`src/rtl/dtp_pkg.sv`:
```
// Shared constants for the dual interval timer.
// Assumes 32-bit word registers with four word slots per window.
package dtp_pkg;
    localparam int CTRL_W    = 11;
    localparam int NT_MAX    = 2;
    localparam int CB_MODE   = 0;
    localparam int CB_DOWN   = 1;
    localparam int CB_GEN    = 2;
    localparam int CB_CAPT   = 3;
    localparam int CB_RELOAD = 4;
    localparam int CB_LDBIT  = 5;
    localparam int CB_IE     = 6;
    localparam int CB_RUN    = 7;
    localparam int CB_FLAG   = 8;
    localparam int CB_PWM    = 9;
    localparam int CB_ALL    = 10;

    typedef enum logic [1:0] {
        W_CTRL  = 2'd0,
        W_LOAD  = 2'd1,
        W_COUNT = 2'd2,
        W_SPARE = 2'd3
    } word_e;
endpackage

```
`src/rtl/dtp_addr_decode.sv`:
```
// Address decoder: splits a byte address into a window index and a word slot,
// and produces per-counter write strobes. Assumes word-aligned 32-bit access;
// address bits above the window bit are not decoded.
module dtp_addr_decode
    import dtp_pkg::*;
#(
    parameter int ADDR_W      = 5,
    parameter int TIMER_COUNT = 2
) (
    input  logic              bus_en,
    input  logic              bus_we,
    input  logic [ADDR_W-1:0] bus_addr,
    output logic              win_o,
    output word_e             word_o,
    output logic              present_o,
    output logic [NT_MAX-1:0] wr_ctrl_o,
    output logic [NT_MAX-1:0] wr_load_o
);
    localparam int WORD_LSB = 2;
    localparam int WIN_BIT  = 4;

    // Split the address into window and word slot.
    always_comb begin
        win_o     = bus_addr[WIN_BIT];
        word_o    = word_e'(bus_addr[WORD_LSB+1:WORD_LSB]);
        present_o = (32'(win_o) < TIMER_COUNT);
    end

    // Per-window write strobes, suppressed for absent windows.
    always_comb begin
        wr_ctrl_o = '0;
        wr_load_o = '0;
        for (int i = 0; i < NT_MAX; i++) begin
            if (bus_en && bus_we && present_o && (32'(win_o) == i)) begin
                wr_ctrl_o[i] = (word_o == W_CTRL);
                wr_load_o[i] = (word_o == W_LOAD);
            end
        end
    end
endmodule

```
`src/rtl/dtp_timer_core.sv`:
```
// One interval counter: control word, load value, live count and run state.
// A control write takes priority over counting; expiry sets the flag even
// when a clearing write lands on the same edge.
module dtp_timer_core
    import dtp_pkg::*;
#(
    parameter int DATA_W = 32
) (
    input  logic              clk,
    input  logic              rst_n,
    input  logic              wr_ctrl,
    input  logic              wr_load,
    input  logic [DATA_W-1:0] wdata,
    output logic [CTRL_W-1:0] ctrl_o,
    output logic [DATA_W-1:0] load_o,
    output logic [DATA_W-1:0] count_o,
    output logic              running_o,
    output logic              flag_o,
    output logic              irq_req_o
);
    logic [CTRL_W-1:0] ctrl_q, ctrl_d;
    logic [DATA_W-1:0] load_q, count_q, count_d;
    logic              run_q, run_d;
    logic              terminal, expire, flag_d;

    // Detect the end value for the current direction.
    always_comb begin
        terminal = ctrl_q[CB_DOWN] ? (count_q == '0) : (count_q == {DATA_W{1'b1}});
        expire   = run_q && terminal;
    end

    // Next flag and control word: expiry beats a clearing write.
    always_comb begin
        if (expire)
            flag_d = 1'b1;
        else if (wr_ctrl && wdata[CB_FLAG])
            flag_d = 1'b0;
        else
            flag_d = ctrl_q[CB_FLAG];
        ctrl_d = wr_ctrl ? wdata[CTRL_W-1:0] : ctrl_q;
        ctrl_d[CB_FLAG] = flag_d;
    end

    // Next count and run state.
    always_comb begin
        count_d = count_q;
        run_d   = run_q;
        if (wr_ctrl) begin
            run_d = wdata[CB_RUN];
            if (wdata[CB_RUN])
                count_d = load_q;
        end else if (expire) begin
            run_d = ctrl_q[CB_RELOAD];
            if (ctrl_q[CB_RELOAD])
                count_d = load_q;
        end else if (run_q) begin
            count_d = ctrl_q[CB_DOWN] ? count_q - 1'b1 : count_q + 1'b1;
        end
    end

    // State registers with synchronous reset.
    always_ff @(posedge clk) begin
        if (!rst_n) begin
            ctrl_q  <= '0;
            load_q  <= '0;
            count_q <= '0;
            run_q   <= 1'b0;
        end else begin
            ctrl_q  <= ctrl_d;
            count_q <= count_d;
            run_q   <= run_d;
            if (wr_load)
                load_q <= wdata;
        end
    end

    // Drive outputs.
    always_comb begin
        ctrl_o    = ctrl_q;
        load_o    = load_q;
        count_o   = count_q;
        running_o = run_q;
        flag_o    = ctrl_q[CB_FLAG];
        irq_req_o = ctrl_q[CB_FLAG] && ctrl_q[CB_IE];
    end
endmodule

```
`src/rtl/dtp_irq_combine.sv`:
```
// Registers the OR of per-counter interrupt requests onto one line.
// Assumes requests are already masked by their enables.
module dtp_irq_combine #(
    parameter int N = 2
) (
    input  logic         clk,
    input  logic         rst_n,
    input  logic [N-1:0] req_i,
    output logic         irq_o
);
    logic irq_q;

    // One register stage after the OR.
    always_ff @(posedge clk) begin
        if (!rst_n)
            irq_q <= 1'b0;
        else
            irq_q <= |req_i;
    end

    assign irq_o = irq_q;
endmodule

```
`src/rtl/dual_timer_periph.sv`:
```
// Top level: decoder, one or two counters, read mux and shared interrupt.
// Assumes full-word accesses only; reads are combinational.
module dual_timer_periph
    import dtp_pkg::*;
#(
    parameter int DATA_W      = 32,
    parameter int ADDR_W      = 5,
    parameter int TIMER_COUNT = 2
) (
    input  logic              clk,
    input  logic              rst_n,
    input  logic              bus_en,
    input  logic              bus_we,
    input  logic [ADDR_W-1:0] bus_addr,
    input  logic [DATA_W-1:0] bus_wdata,
    output logic [DATA_W-1:0] bus_rdata,
    output logic              irq_o
);
    logic              win;
    word_e             word;
    logic              present;
    logic [NT_MAX-1:0] wr_ctrl_v, wr_load_v;
    logic [NT_MAX-1:0] run_v, flag_v, req_v;
    logic [CTRL_W-1:0] ctrl_v  [NT_MAX];
    logic [DATA_W-1:0] load_v  [NT_MAX];
    logic [DATA_W-1:0] count_v [NT_MAX];

    dtp_addr_decode #(.ADDR_W(ADDR_W), .TIMER_COUNT(TIMER_COUNT)) u_dec (
        .bus_en    (bus_en),
        .bus_we    (bus_we),
        .bus_addr  (bus_addr),
        .win_o     (win),
        .word_o    (word),
        .present_o (present),
        .wr_ctrl_o (wr_ctrl_v),
        .wr_load_o (wr_load_v)
    );

    for (genvar g = 0; g < NT_MAX; g++) begin : g_tmr
        if (g < TIMER_COUNT) begin : g_on
            dtp_timer_core #(.DATA_W(DATA_W)) u_core (
                .clk       (clk),
                .rst_n     (rst_n),
                .wr_ctrl   (wr_ctrl_v[g]),
                .wr_load   (wr_load_v[g]),
                .wdata     (bus_wdata),
                .ctrl_o    (ctrl_v[g]),
                .load_o    (load_v[g]),
                .count_o   (count_v[g]),
                .running_o (run_v[g]),
                .flag_o    (flag_v[g]),
                .irq_req_o (req_v[g])
            );
        end else begin : g_off
            assign ctrl_v[g]  = '0;
            assign load_v[g]  = '0;
            assign count_v[g] = '0;
            assign run_v[g]   = 1'b0;
            assign flag_v[g]  = 1'b0;
            assign req_v[g]   = 1'b0;
        end
    end

    // Select read data from the addressed window and word.
    always_comb begin
        bus_rdata = '0;
        if (present) begin
            case (word)
                W_CTRL:  bus_rdata = DATA_W'(ctrl_v[32'(win)]);
                W_LOAD:  bus_rdata = load_v[32'(win)];
                W_COUNT: bus_rdata = count_v[32'(win)];
                default: bus_rdata = '0;
            endcase
        end
    end

    dtp_irq_combine #(.N(NT_MAX)) u_irq (
        .clk   (clk),
        .rst_n (rst_n),
        .req_i (req_v),
        .irq_o (irq_o)
    );
endmodule

```
`config.mk`:
```
export PLATFORM = sky130hd
export DESIGN_NAME = dual_timer_periph
export DESIGN_NICKNAME = d
export VERILOG_FILES = /design/src/rtl/dtp_pkg.sv /design/src/rtl/dtp_addr_decode.sv /design/src/rtl/dtp_timer_core.sv /design/src/rtl/dtp_irq_combine.sv /design/src/rtl/dual_timer_periph.sv
export SDC_FILE = /design/constraint.sdc
export NUM_CORES = 1
export LEC_CHECK = 0
export BUFFER_PORTS_ARGS = -buffer_cell sky130_fd_sc_hd__buf_2
export CAP_MARGIN = 20
export CORE_ASPECT_RATIO = 1.2
export CORE_UTILIZATION = 39
export CTS_BUF_LIST = sky130_fd_sc_hd__clkbuf_4
export CTS_CLUSTER_DIAMETER = 100
export DETAILED_ROUTE_END_ITERATION = 10
export HOLD_SLACK_MARGIN = 0.1
export PLACE_DENSITY_LB_ADDON = 0.12
export SYNTH_ARGS = -nofsm -noshare
export SYNTH_HDL_FRONTEND = slang
export SYNTH_HIERARCHICAL = 1
export SYNTH_SLANG_ARGS = --single-unit
```
`constraint.sdc`:
```
create_clock -name clk -period 4.01 [get_ports clk]
set_input_delay 0 -clock clk [delete_from_list [all_inputs] [get_ports clk]]
set_output_delay 0 -clock clk [all_outputs]
set_load 0.02 [all_outputs]
```
==> results.cfg, run 1 <==
[drt]
avgRoutedWirePerCell_um = 20.5
postRouteAntennaNets = 0
viasPerCell = 5.78
drt_iter0_markers = 587
drc = 0
num_vias = 10400
wl_mm = 36.9
drt-pass1-iter-count = 5

[global_route]
grt_pass1_vias = 9822
antenna_found_initial = 1
track_usage_pct = 25.1
grt_max_degree = 64
grt_overflow = 0
grt_pass1_wl_mm = 57.3

[setup_path]
rr_worst_depth = 9
crit_path_end_kind = flop
critPathSlowestCell = dfxtp_1
critPathMaxFanout = 19
rrSetupSlack_ns = 0.62
critical_path_class = reg -> reg
endpoint = g_tmr[0].g_on.u_core/count_o[27]
crit_path_start_kind = flop
cp.required_ns = 4.51
path_buf_inv = 0
crit_family = compound AO/OA/AOI/OAI gates
worst_r2r_startpoint = g_tmr[0].g_on.u_core/ctrl_o[1]
cp_common_cell = o21ai_1
cp-startpoint = g_tmr[0].g_on.u_core/ctrl_o[1]
cp_num_cells = 9
cp.arrival_ns = 3.88
path_cells = ha_1 > a21oi_1 > o21ai_0 > a311oi_1 > nor3_1 > o21ai_1 > o21ai_1 > xnor2_1 > a211oi_1
r2r-end = g_tmr[0].g_on.u_core/count_o[27]
critPathMaxStageDelay_ns = 0.89

[synth]
synth_top_family_by_area = compound AO/OA/AOI/OAI gates
yosys_register_bits = 153
syn_area_mm2 = 0.0114
synthMuxAreaShare_pct = 15.5
synth_fa_ha_area_share_pct = 6.93
syn-num-nets = 1461
ys.flop_type = dfxtp_1
synthXorXnorAreaFrac_pct = 3.76
yosysSeqAreaShare_pct = 26.8
synth_area_leaders = dfxtp_1 27%, mux2i_1 15%, ha_1 6.6%, a21oi_1 3.9%, nand2_1 3.9%
synth_edf_count = 0
avgSynthCellArea_um2 = 8.40
synth.largest_area_cell = dfxtp_1
yosys.area.top_type_share_pct = 26.8
synth_compound_area_share_pct = 21.5
synth_warnings = 6
async_flop_share_pct = 0
yosys.area_share.simple_pct = 20.3
synth_cell_types = 98
synth_cells = 1358

[timing]
holdWs_ns = 0.215
finalMaxSlewViolations = 0
finalSetupViolations = 0
max_freq_mhz = 295
finalCritPeriodShare_pct = 84.5
tightest_slew_ns = 1.00
finalWorstSetupSlack_ns = 0.622
rsz0062_at_grt = false
totalNegativeSetupSlack_ns = 0
hold_viol_final = 0
relSlewSlack_pct = 33.1
skew_ns = 0.0142
fin_crit_ns = 3.39

[status]
status = completed

[floorplanning]
std_cell_rows = 68
die-width_um = 158
core_mm2 = 0.0288
die_height_um = 189
dieArea_mm2 = 0.0300
start_util_pct = 39.7
io_pins = 74

[pwr]
ir_drop_uv = 153
p_leak_nw = 5.12
power_density_mw_per_mm2 = 234

[cells_and_area]
area_growth_pct = 10.1
fin_nets = 1512
layout-drive-gt1-share_pct = 11.9
final_cell_area_mm2 = 0.0126

[clock_tree]
numClockSinks = 153
cts_tree = done
cts_setup_buffers = 0
clock_path_buffers = 2
ctsHoldBuffers = 38
numCtsBuffers = 17
post_cts_resized = 0
root_buffer = clkbuf_4
htree_levels = 4
clock_latency_ns = 0.58
clk_pin_slew_ns = 0.13

[worst_hold_path]
hold_path.class = in -> reg
hp-start = bus_we

[placed_design]
dpl.hpwl_mm = 27.6
io_buffers = 71
place_congestion = 0.913
dpl_cell_area_mm2 = 0.0119
post-place-ws_ns = 0.692

[run]
cap_violations = 0
[tightest hold or removal path, stage by stage]
cell and delay [ns]:
buf_2 0.09, nand2_1 0.32, nor4_4 0.12, mux2i_1 0.15, nor2_1 0.05
[report_power, final]
part	leakage, nW	internal, W	switching (W)	total, W
sequential	1.24	0.00154	0.0000399	0.00158
combinational	3.74	0.000147	0.000214	0.000361
clock	0.148	0.000430	0.000567	0.000996
[synthesized netlist by cell type, types with 4 or more instances]
cell      count
o221ai_1     12
buf_1         9
o22a_1        6
a21o_1       23
xnor2_1      33
nand3_1      32
a21oi_2       4
xor2_1       16
nor4_1       18
ha_1         60
o211ai_2      4
a21oi_1      90
a22oi_1       7
o21ai_1      10
and3_1       12
a21boi_0      4
nor3_1       15
o21ai_0      60
and2_1       19
mux2i_1     176
nor2_1      104
nand2b_1      9
inv_1        14
or2_0        10
nand4_1      29
buf_4        11
a21o_2        4
a311oi_2      5
o211ai_1     13
and4_1        4
clkbuf_1     43
nor2b_1      49
or2_2         5
buf_2        13
o31ai_1       4
a211oi_1      8
buf_6         9
nand2_1     119
dfxtp_1     153
o211a_1      12
a31oi_1      30
o22ai_1      17
[state kept, by name (all words and copies together), names as in the netlist]
| name | count |
|---|---|
| u_irq/irq_o | 1 |
| g_tmr.g_on.u_core/ctrl_o | 22 |
| g_tmr.g_on.u_core/running_o | 2 |
| g_tmr.g_on.u_core/count_o | 64 |
| g_tmr.g_on.u_core/load_o | 64 |
[layer usage]
metal | global-route usage [%] | wire (um)
met5 | 0 | 0
met4 | 10.0 | 1210
met3 | 3.39 | 1560
met2 | 39.4 | 17000
met1 | 34.4 | 17100
[cell usage in the layout, fill, tap and decap left out, types with 5 or more instances in the layout]
cell	synthesis	layout
nor4_1	18	17
o21ai_1	10	10
clkbuf_4	2	19
ha_1	60	60
buf_4	11	15
o21ai_0	60	60
nor3_1	15	15
nand4_1	29	29
dlygate4sd3_1	0	38
xor2_1	16	16
a311oi_2	5	5
nor2b_1	49	49
o22ai_1	17	17
o221ai_1	12	12
and2_1	19	19
o22a_1	6	6
o211a_1	12	12
xnor2_1	33	33
or2_0	10	10
a22oi_1	7	7
dfxtp_1	153	153
a31oi_1	30	30
or2_2	5	5
mux2i_1	176	176
inv_1	14	13
nand2b_1	9	9
buf_2	13	70
nand3_1	32	32
a21o_1	23	23
a211oi_1	8	8
nor2_1	104	102
a21oi_1	90	90
and3_1	12	12
o211ai_1	13	13
nand2_1	119	119
[cell families (layout without fill, tap and decap cells)]
family	Yosys count	after routing
xor+xnor	49	49
compound gates	356	356
flops	153	153
fa+ha+maj	62	62
mux	177	177
other cells	1	2
buf+inv	108	170
simple gates	452	452
[worst min-delay path by stage]
stage | endpoint | slack, ns | depth (start not counted)
2_1_floorplan | u_irq/irq_o | 0.12 | 1
3_5_place_dp | g_tmr[1].g_on.u_core/load_o[20] | 0.27 | 3
6_report | g_tmr[1].g_on.u_core/ctrl_o[6] | 0.21 | 5
5_1_grt | g_tmr[1].g_on.u_core/ctrl_o[6] | 0.20 | 5
3_3_place_gp | g_tmr[1].g_on.u_core/load_o[20] | 0.25 | 3
4_1_cts | g_tmr[1].g_on.u_core/ctrl_o[6] | 0.15 | 5
[through the flow]
step	utilization, %	instances	power, W
after global placement	41.4	1737	0.00194
after CTS	43.7	1805	0.00297
final	43.7	1806	0.00294
after floorplan	-	1358	0.00184
after detailed placement	41.4	1737	0.00195
after global routing	43.7	1806	0.00307
[cell type report]
| cell class | instances | area [um2] |
|---|---|---|
| timing repair buffer | 125 | 883 |
| tap | 385 | 482 |
| inverter | 15 | 56.3 |
| fill | 3047 | 16200 |
| clock inverter | 11 | 131 |
| antenna | 1 | 2.50 |
| sequential | 153 | 3060 |
| multi-input combinational | 1097 | 7810 |
| clock buffer | 19 | 143 |
Note: power is estimated with default switching activity, not from simulation.
==> run 2: changes to the inputs <==
Clock period 4.01 ns to 3.1 ns, I/O delays scaled along.
==> run 2 against run 1 <==
Non-clock buffer count is 23 higher. Via count is 0.53% higher. Total power is 29% higher. Design area is 1.5% higher. Sequential share of layout area is 0.35 points lower. Critical path type unchanged. Largest power group unchanged. Largest cell class unchanged. Clock power is 28% higher. Register-to-register slack worse by 0.51 ns. Worst setup slack worse by 0.51 ns. Clock skew is 0.0012 ns higher.
==> results.cfg, run 2 (synthesis results as in run 1) <==
[status]
status = completed

[run]
cap_violations = 0

[setup_path]
path_buf_inv = 3
cp_num_cells = 10
cp-startpoint = g_tmr[0].g_on.u_core/ctrl_o[1]
critPathSlowestCell = dfxtp_1
crit_path_start_kind = flop
critical_path_class = reg -> reg
rr_worst_depth = 10
endpoint = g_tmr[0].g_on.u_core/count_o[26]
cp.arrival_ns = 3.47
critPathMaxStageDelay_ns = 0.43
path_cells = buf_12 > buf_4 > nor4b_1 > nand4_1 > o41a_1 > o21a_1 > inv_1 > nor2_1 > a222oi_1 > nor2b_1
r2r-end = g_tmr[0].g_on.u_core/count_o[26]
crit_path_end_kind = flop
worst_r2r_startpoint = g_tmr[0].g_on.u_core/ctrl_o[1]
critPathMaxFanout = 23
rrSetupSlack_ns = 0.11
cp.required_ns = 3.58
crit_family = compound AO/OA/AOI/OAI gates

[drt]
avgRoutedWirePerCell_um = 20.4
postRouteAntennaNets = 0
num_vias = 10500
drc = 0
viasPerCell = 5.74
drt-pass1-iter-count = 5
drt_iter0_markers = 560
wl_mm = 37.3

[timing]
hold_viol_final = 0
fin_crit_ns = 2.99
totalNegativeSetupSlack_ns = 0
skew_ns = 0.0154
finalWorstSetupSlack_ns = 0.114
finalMaxSlewViolations = 0
tightest_slew_ns = 1.04
rsz0062_at_grt = true
finalCritPeriodShare_pct = 96.3
max_freq_mhz = 335
finalSetupViolations = 0
holdWs_ns = 0.194
relSlewSlack_pct = 30.8

[cells_and_area]
layout-drive-gt1-share_pct = 13.3
final_cell_mix = 176 x mux2i_1, 153 x dfxtp_1, 119 x nand2_1, 102 x nor2_1, 90 x a21oi_1
layout_commonest_cell = mux2i_1
fill_cells = 3001
area_growth_pct = 11.8
fin_nets = 1535
finalNonFillerCells = 1829

[clock_tree]
root_buffer = clkbuf_4
numClockSinks = 153
clock_path_buffers = 2
htree_levels = 4
clock_latency_ns = 0.58
clk_pin_slew_ns = 0.13
numCtsBuffers = 17
cts_tree = done

[placed_design]
io_buffers = 71
place_congestion = 0.857
dpl.hpwl_mm = 28.1
post-place-ws_ns = 0.191
placed_cells = 1760

[pwr]
power.total_w = 0.00379
power_density_mw_per_mm2 = 298
p_leak_nw = 5.25
ir_drop_uv = 206

[floorplanning]
die-width_um = 158
std_cell_rows = 68
die_height_um = 189
dieArea_mm2 = 0.0300
start_util_pct = 39.7
core_mm2 = 0.0288
io_pins = 74

[global_route]
track_usage_pct = 25.4
grt_max_degree = 54
grt_overflow = 0
antenna_found_initial = 1
grt_pass1_wl_mm = 57.9
grt_pass1_vias = 9958

[worst_hold_path]
hold_path.class = in -> reg
run 2: cell count changes in the layout (fill, tap and decap cells not counted):
cell,change
buf_4,+22
a211oi_2,+1
clkinvlp_4,+1
buf_12,+1
clkinv_4,-1
clkbuf_4,-1
a211oi_1,-1
clkinv_1,+1
run 2: area by class of cell:
| cell class | instances | area (um2) | share of cell area (%) |
|---|---|---|---|
| clock buffers | 18 | 135 | 1.06 |
| diodes | 1 | 2.50 | 0.0196 |
| well taps | 385 | 482 | 3.78 |
| multi-input cells | 1097 | 7810 | 61.3 |
| inverters | 15 | 56.3 | 0.441 |
| flip-flops and latches | 153 | 3060 | 24.0 |
| clock inverters | 12 | 134 | 1.05 |
| repair buffers | 148 | 1070 | 8.38 |
run 2: where the power goes:
part	internal (W)	total (W)	switching (W)
clock	0.000542	0.00127	0.000724
combinational	0.000199	0.000484	0.000285
sequential	0.00200	0.00205	0.0000480
run 2: metal layers:
| metal | track usage, % | part of all wire, % | up-vias |
|---|---|---|---|
| met4 | 7.40 | 1.8 | 0 |
| met1 | 35.4 | 48 | 5073 |
| met3 | 2.63 | 3.1 | 31 |
| met5 | 0 | 0 | - |
| li1 | - | - | 5170 |
| met2 | 40.9 | 47 | 227 |
run 2: how the worst min path moves through the flow:
| stage | start | endpoint | slack (ns) | cells after the start |
|---|---|---|---|---|
| after floorplan | rst_n | u_irq/irq_o | 0.12 | 1 |
| after global placement | bus_wdata[23] | g_tmr[1].g_on.u_core/load_o[23] | 0.26 | 3 |
| after detailed placement | bus_wdata[20] | g_tmr[1].g_on.u_core/load_o[20] | 0.26 | 3 |
| after CTS | bus_we | g_tmr[0].g_on.u_core/ctrl_o[7] | 0.14 | 5 |
| after global routing | bus_wdata[20] | g_tmr[1].g_on.u_core/load_o[20] | 0.18 | 4 |
| final | bus_wdata[20] | g_tmr[1].g_on.u_core/load_o[20] | 0.19 | 4 |
run 2: stage by stage:
stage | instance area [um2] | utilization, %
after global placement | 12100 | 42.1
final | 12800 | 44.3
after floorplan | 11400 | -
after global routing | 12800 | 44.3
after CTS | 12700 | 44.3
after detailed placement | 12100 | 42.1
run 2: repair_timing:
| item | CTS | global route |
|---|---|---|
| setup buffers | 0 | 0 |
| hold buffers | 38 | 0 |
| resized for setup | 0 | 1 |
| endpoints found under the hold margin | 98 | 0 |
| endpoints found under the setup margin | 0 | 4 |
run 2: worst reg2reg max path, cell delays in order, from the launching register on:
cell and delay (ns):
dfxtp_1 0.43, buf_12 0.20, buf_4 0.23, nor4b_1 0.30, nand4_1 0.19, o41a_1 0.40, o21a_1 0.12, inv_1 0.34
nor2_1 0.24, a222oi_1 0.34, nor2b_1 0.09
==> run 3: changes to the inputs <==
--- a/config.mk
+++ b/config.mk
@@ -10,5 +10,5 @@
 export CORE_ASPECT_RATIO = 1.2
 export CORE_UTILIZATION = 39
-export CTS_BUF_LIST = sky130_fd_sc_hd__clkbuf_4
+export CTS_BUF_LIST = sky130_fd_sc_hd__clkbuf_16
 export CTS_CLUSTER_DIAMETER = 100
 export DETAILED_ROUTE_END_ITERATION = 10
==> constraint.sdc (replaced) <==
create_clock -name clk -period 3.1 [get_ports clk]
set_input_delay 0.155 -clock clk [delete_from_list [all_inputs] [get_ports clk]]
set_output_delay 0.155 -clock clk [all_outputs]
set_load 0.02 [all_outputs]
==> run 3 against run 2 <==
Design area increased by 1.7%. Global-route usage decreased by 0.70 points. Cell count decreased by 0.27%. Highest routed layer unchanged. Combinational power decreased by 2%. Critical endpoint unchanged. Core utilization increased by 0.77 points. Non-clock buffer count decreased by 7. Clock power increased by 59%. Sequential power about the same. Register-to-register slack improved by 0.06 ns. Critical path type unchanged. Maximum frequency increased by 2.2%.
==> results.cfg, run 3 (synthesis results as in run 1) <==
[setup_path]
crit_path_end_kind = flop
cp.required_ns = 3.41
rrSetupSlack_ns = 0.18
worst_r2r_startpoint = g_tmr[0].g_on.u_core/ctrl_o[1]
critPathMaxFanout = 18
crit_path_start_kind = flop
r2r-end = g_tmr[0].g_on.u_core/count_o[26]
cp.arrival_ns = 3.23
critical_path_class = reg -> reg
rr_worst_depth = 10

[status]
status = completed

[global_route]
grt_pass1_wl_mm = 56.6
grt_pass1_vias = 9871
grt_max_degree = 62
antenna_found_initial = 1
grt_overflow = 0
track_usage_pct = 24.7

[drt]
viasPerCell = 5.69
drc = 0
postRouteAntennaNets = 0
wl_mm = 36.6
drt_iter0_markers = 781
num_vias = 10400
drt-pass1-iter-count = 5
avgRoutedWirePerCell_um = 20.1

[pwr]
internal_power_w = 0.00336
clockPowerShare_pct = 44.5
pwr-share-comb_pct = 10.5
power_density_mw_per_mm2 = 350
p_leak_nw = 5.35
p_sw_w = 0.00118
sequentialPowerShare_pct = 45.0
ir_drop_uv = 316
swShare_pct = 25.9

[floorplanning]
core_mm2 = 0.0288
start_util_pct = 39.7
dieArea_mm2 = 0.0300
die-width_um = 158
std_cell_rows = 68
die_height_um = 189
io_pins = 74

[clock_tree]
htree_levels = 4
cts_tree = done
clock_latency_ns = 0.43
clock_path_buffers = 2
root_buffer = clkbuf_16
numCtsBuffers = 17
cts_setup_buffers = 0
numClockSinks = 153
clk_pin_slew_ns = 0.07

[cells_and_area]
layout_commonest_cell = mux2i_1
final_cell_mix = 176 x mux2i_1, 152 x dfxtp_1, 119 x nand2_1, 102 x nor2_1, 90 x a21oi_1
area_growth_pct = 13.7
fin_nets = 1528
layout-drive-gt1-share_pct = 13.7
fill_cells = 2958

[timing]
relSlewSlack_pct = 34.2
finalMaxSlewViolations = 0
rsz0062_at_grt = false
fin_crit_ns = 2.92
max_freq_mhz = 342
finalSetupViolations = 0
hold_viol_final = 0
totalNegativeSetupSlack_ns = 0
tightest_slew_ns = 0.988
holdWs_ns = 0.129
skew_ns = 0.0172
finalCritPeriodShare_pct = 94.2

[placed_design]
dpl.hpwl_mm = 27.7
place_congestion = 0.884
io_buffers = 71

[worst_hold_path]
hp-start = bus_wdata[7]
hold_depth = 3
hold_path.class = in -> reg
min_to = g_tmr[1].g_on.u_core/load_o[7]

[run]
cap_violations = 0
[run 3: cell type report]
| type | instances | area (um2) | area share (%) |
|---|---|---|---|
| clock buffer | 17 | 425 | 3.28 |
| antenna | 1 | 2.50 | 0.0193 |
| multi-input combinational | 1097 | 7810 | 60.2 |
| inverter | 15 | 56.3 | 0.434 |
| timing repair buffer | 141 | 998 | 7.69 |
| clock inverter | 15 | 135 | 1.04 |
| sequential | 153 | 3060 | 23.6 |
| tap | 385 | 482 | 3.71 |
[run 3: stage by stage]
stage	setup WS (ns)	total power [W]	cells	area, um2	util [%]
6_report	0.179	0.00454	1824	13000	45.1
4_1_cts	0.141	0.00458	1823	13000	45.1
5_1_grt	0.00267	0.00469	1824	13000	45.1
2_1_floorplan	0.0134	0.00238	1358	11400	-
3_5_place_dp	0.169	0.00253	1760	12100	42.1
3_3_place_gp	0.190	0.00252	1760	12100	42.1
[run 3: timing repair]
| item | in CTS | in global routing |
|---|---|---|
| hold buffers | 31 | 0 |
| hold endpoints to repair | 77 | 0 |
| setup endpoints to repair | 0 | 2 |
| resized for setup | 0 | 2 |
[run 3: power groups by stage]
stage,Sequential (W),Combinational (W),Clock [W]
after detailed placement,0.00209,0.000442,0
after CTS,0.00204,0.000473,0.00207
after global routing,0.00205,0.000515,0.00213
final,0.00204,0.000475,0.00202
after floorplan,0.00207,0.000310,0
after global placement,0.00209,0.000438,0
[run 3: worst max-delay path by stage]
stage | startpoint | endpoint | cells past startpoint | slack (ns)
2_1_floorplan | g_tmr[0].g_on.u_core/ctrl_o[1] | g_tmr[0].g_on.u_core/count_o[28] | 9 | 0.01
3_3_place_gp | g_tmr[0].g_on.u_core/ctrl_o[1] | g_tmr[0].g_on.u_core/count_o[28] | 10 | 0.19
3_5_place_dp | g_tmr[0].g_on.u_core/ctrl_o[1] | g_tmr[0].g_on.u_core/count_o[28] | 10 | 0.17
4_1_cts | g_tmr[0].g_on.u_core/ctrl_o[1] | g_tmr[0].g_on.u_core/count_o[29] | 10 | 0.14
5_1_grt | g_tmr[0].g_on.u_core/ctrl_o[1] | g_tmr[0].g_on.u_core/count_o[29] | 10 | 0.003
6_report | g_tmr[0].g_on.u_core/ctrl_o[1] | g_tmr[0].g_on.u_core/count_o[26] | 10 | 0.18
[run 3: worst max-delay path: stages, from the launching register on]
cell and delay [ns]:
dfxtp_1 0.33, buf_12 0.15, fa_1 0.48, a211oi_2 0.28, o211ai_1 0.17, a221o_2 0.42, a21oi_4 0.25, o31ai_1 0.13
xor2_1 0.16, a222oi_1 0.34, nor2b_1 0.08
[run 3: routing by layer]
layer	share of wire [%]	wire length [um]	track usage, %
met1	47	17300	34.4
met2	47	17200	39.9
met3	3.8	1390	2.17
met4	2.0	741	7.69
met5	0	0	0
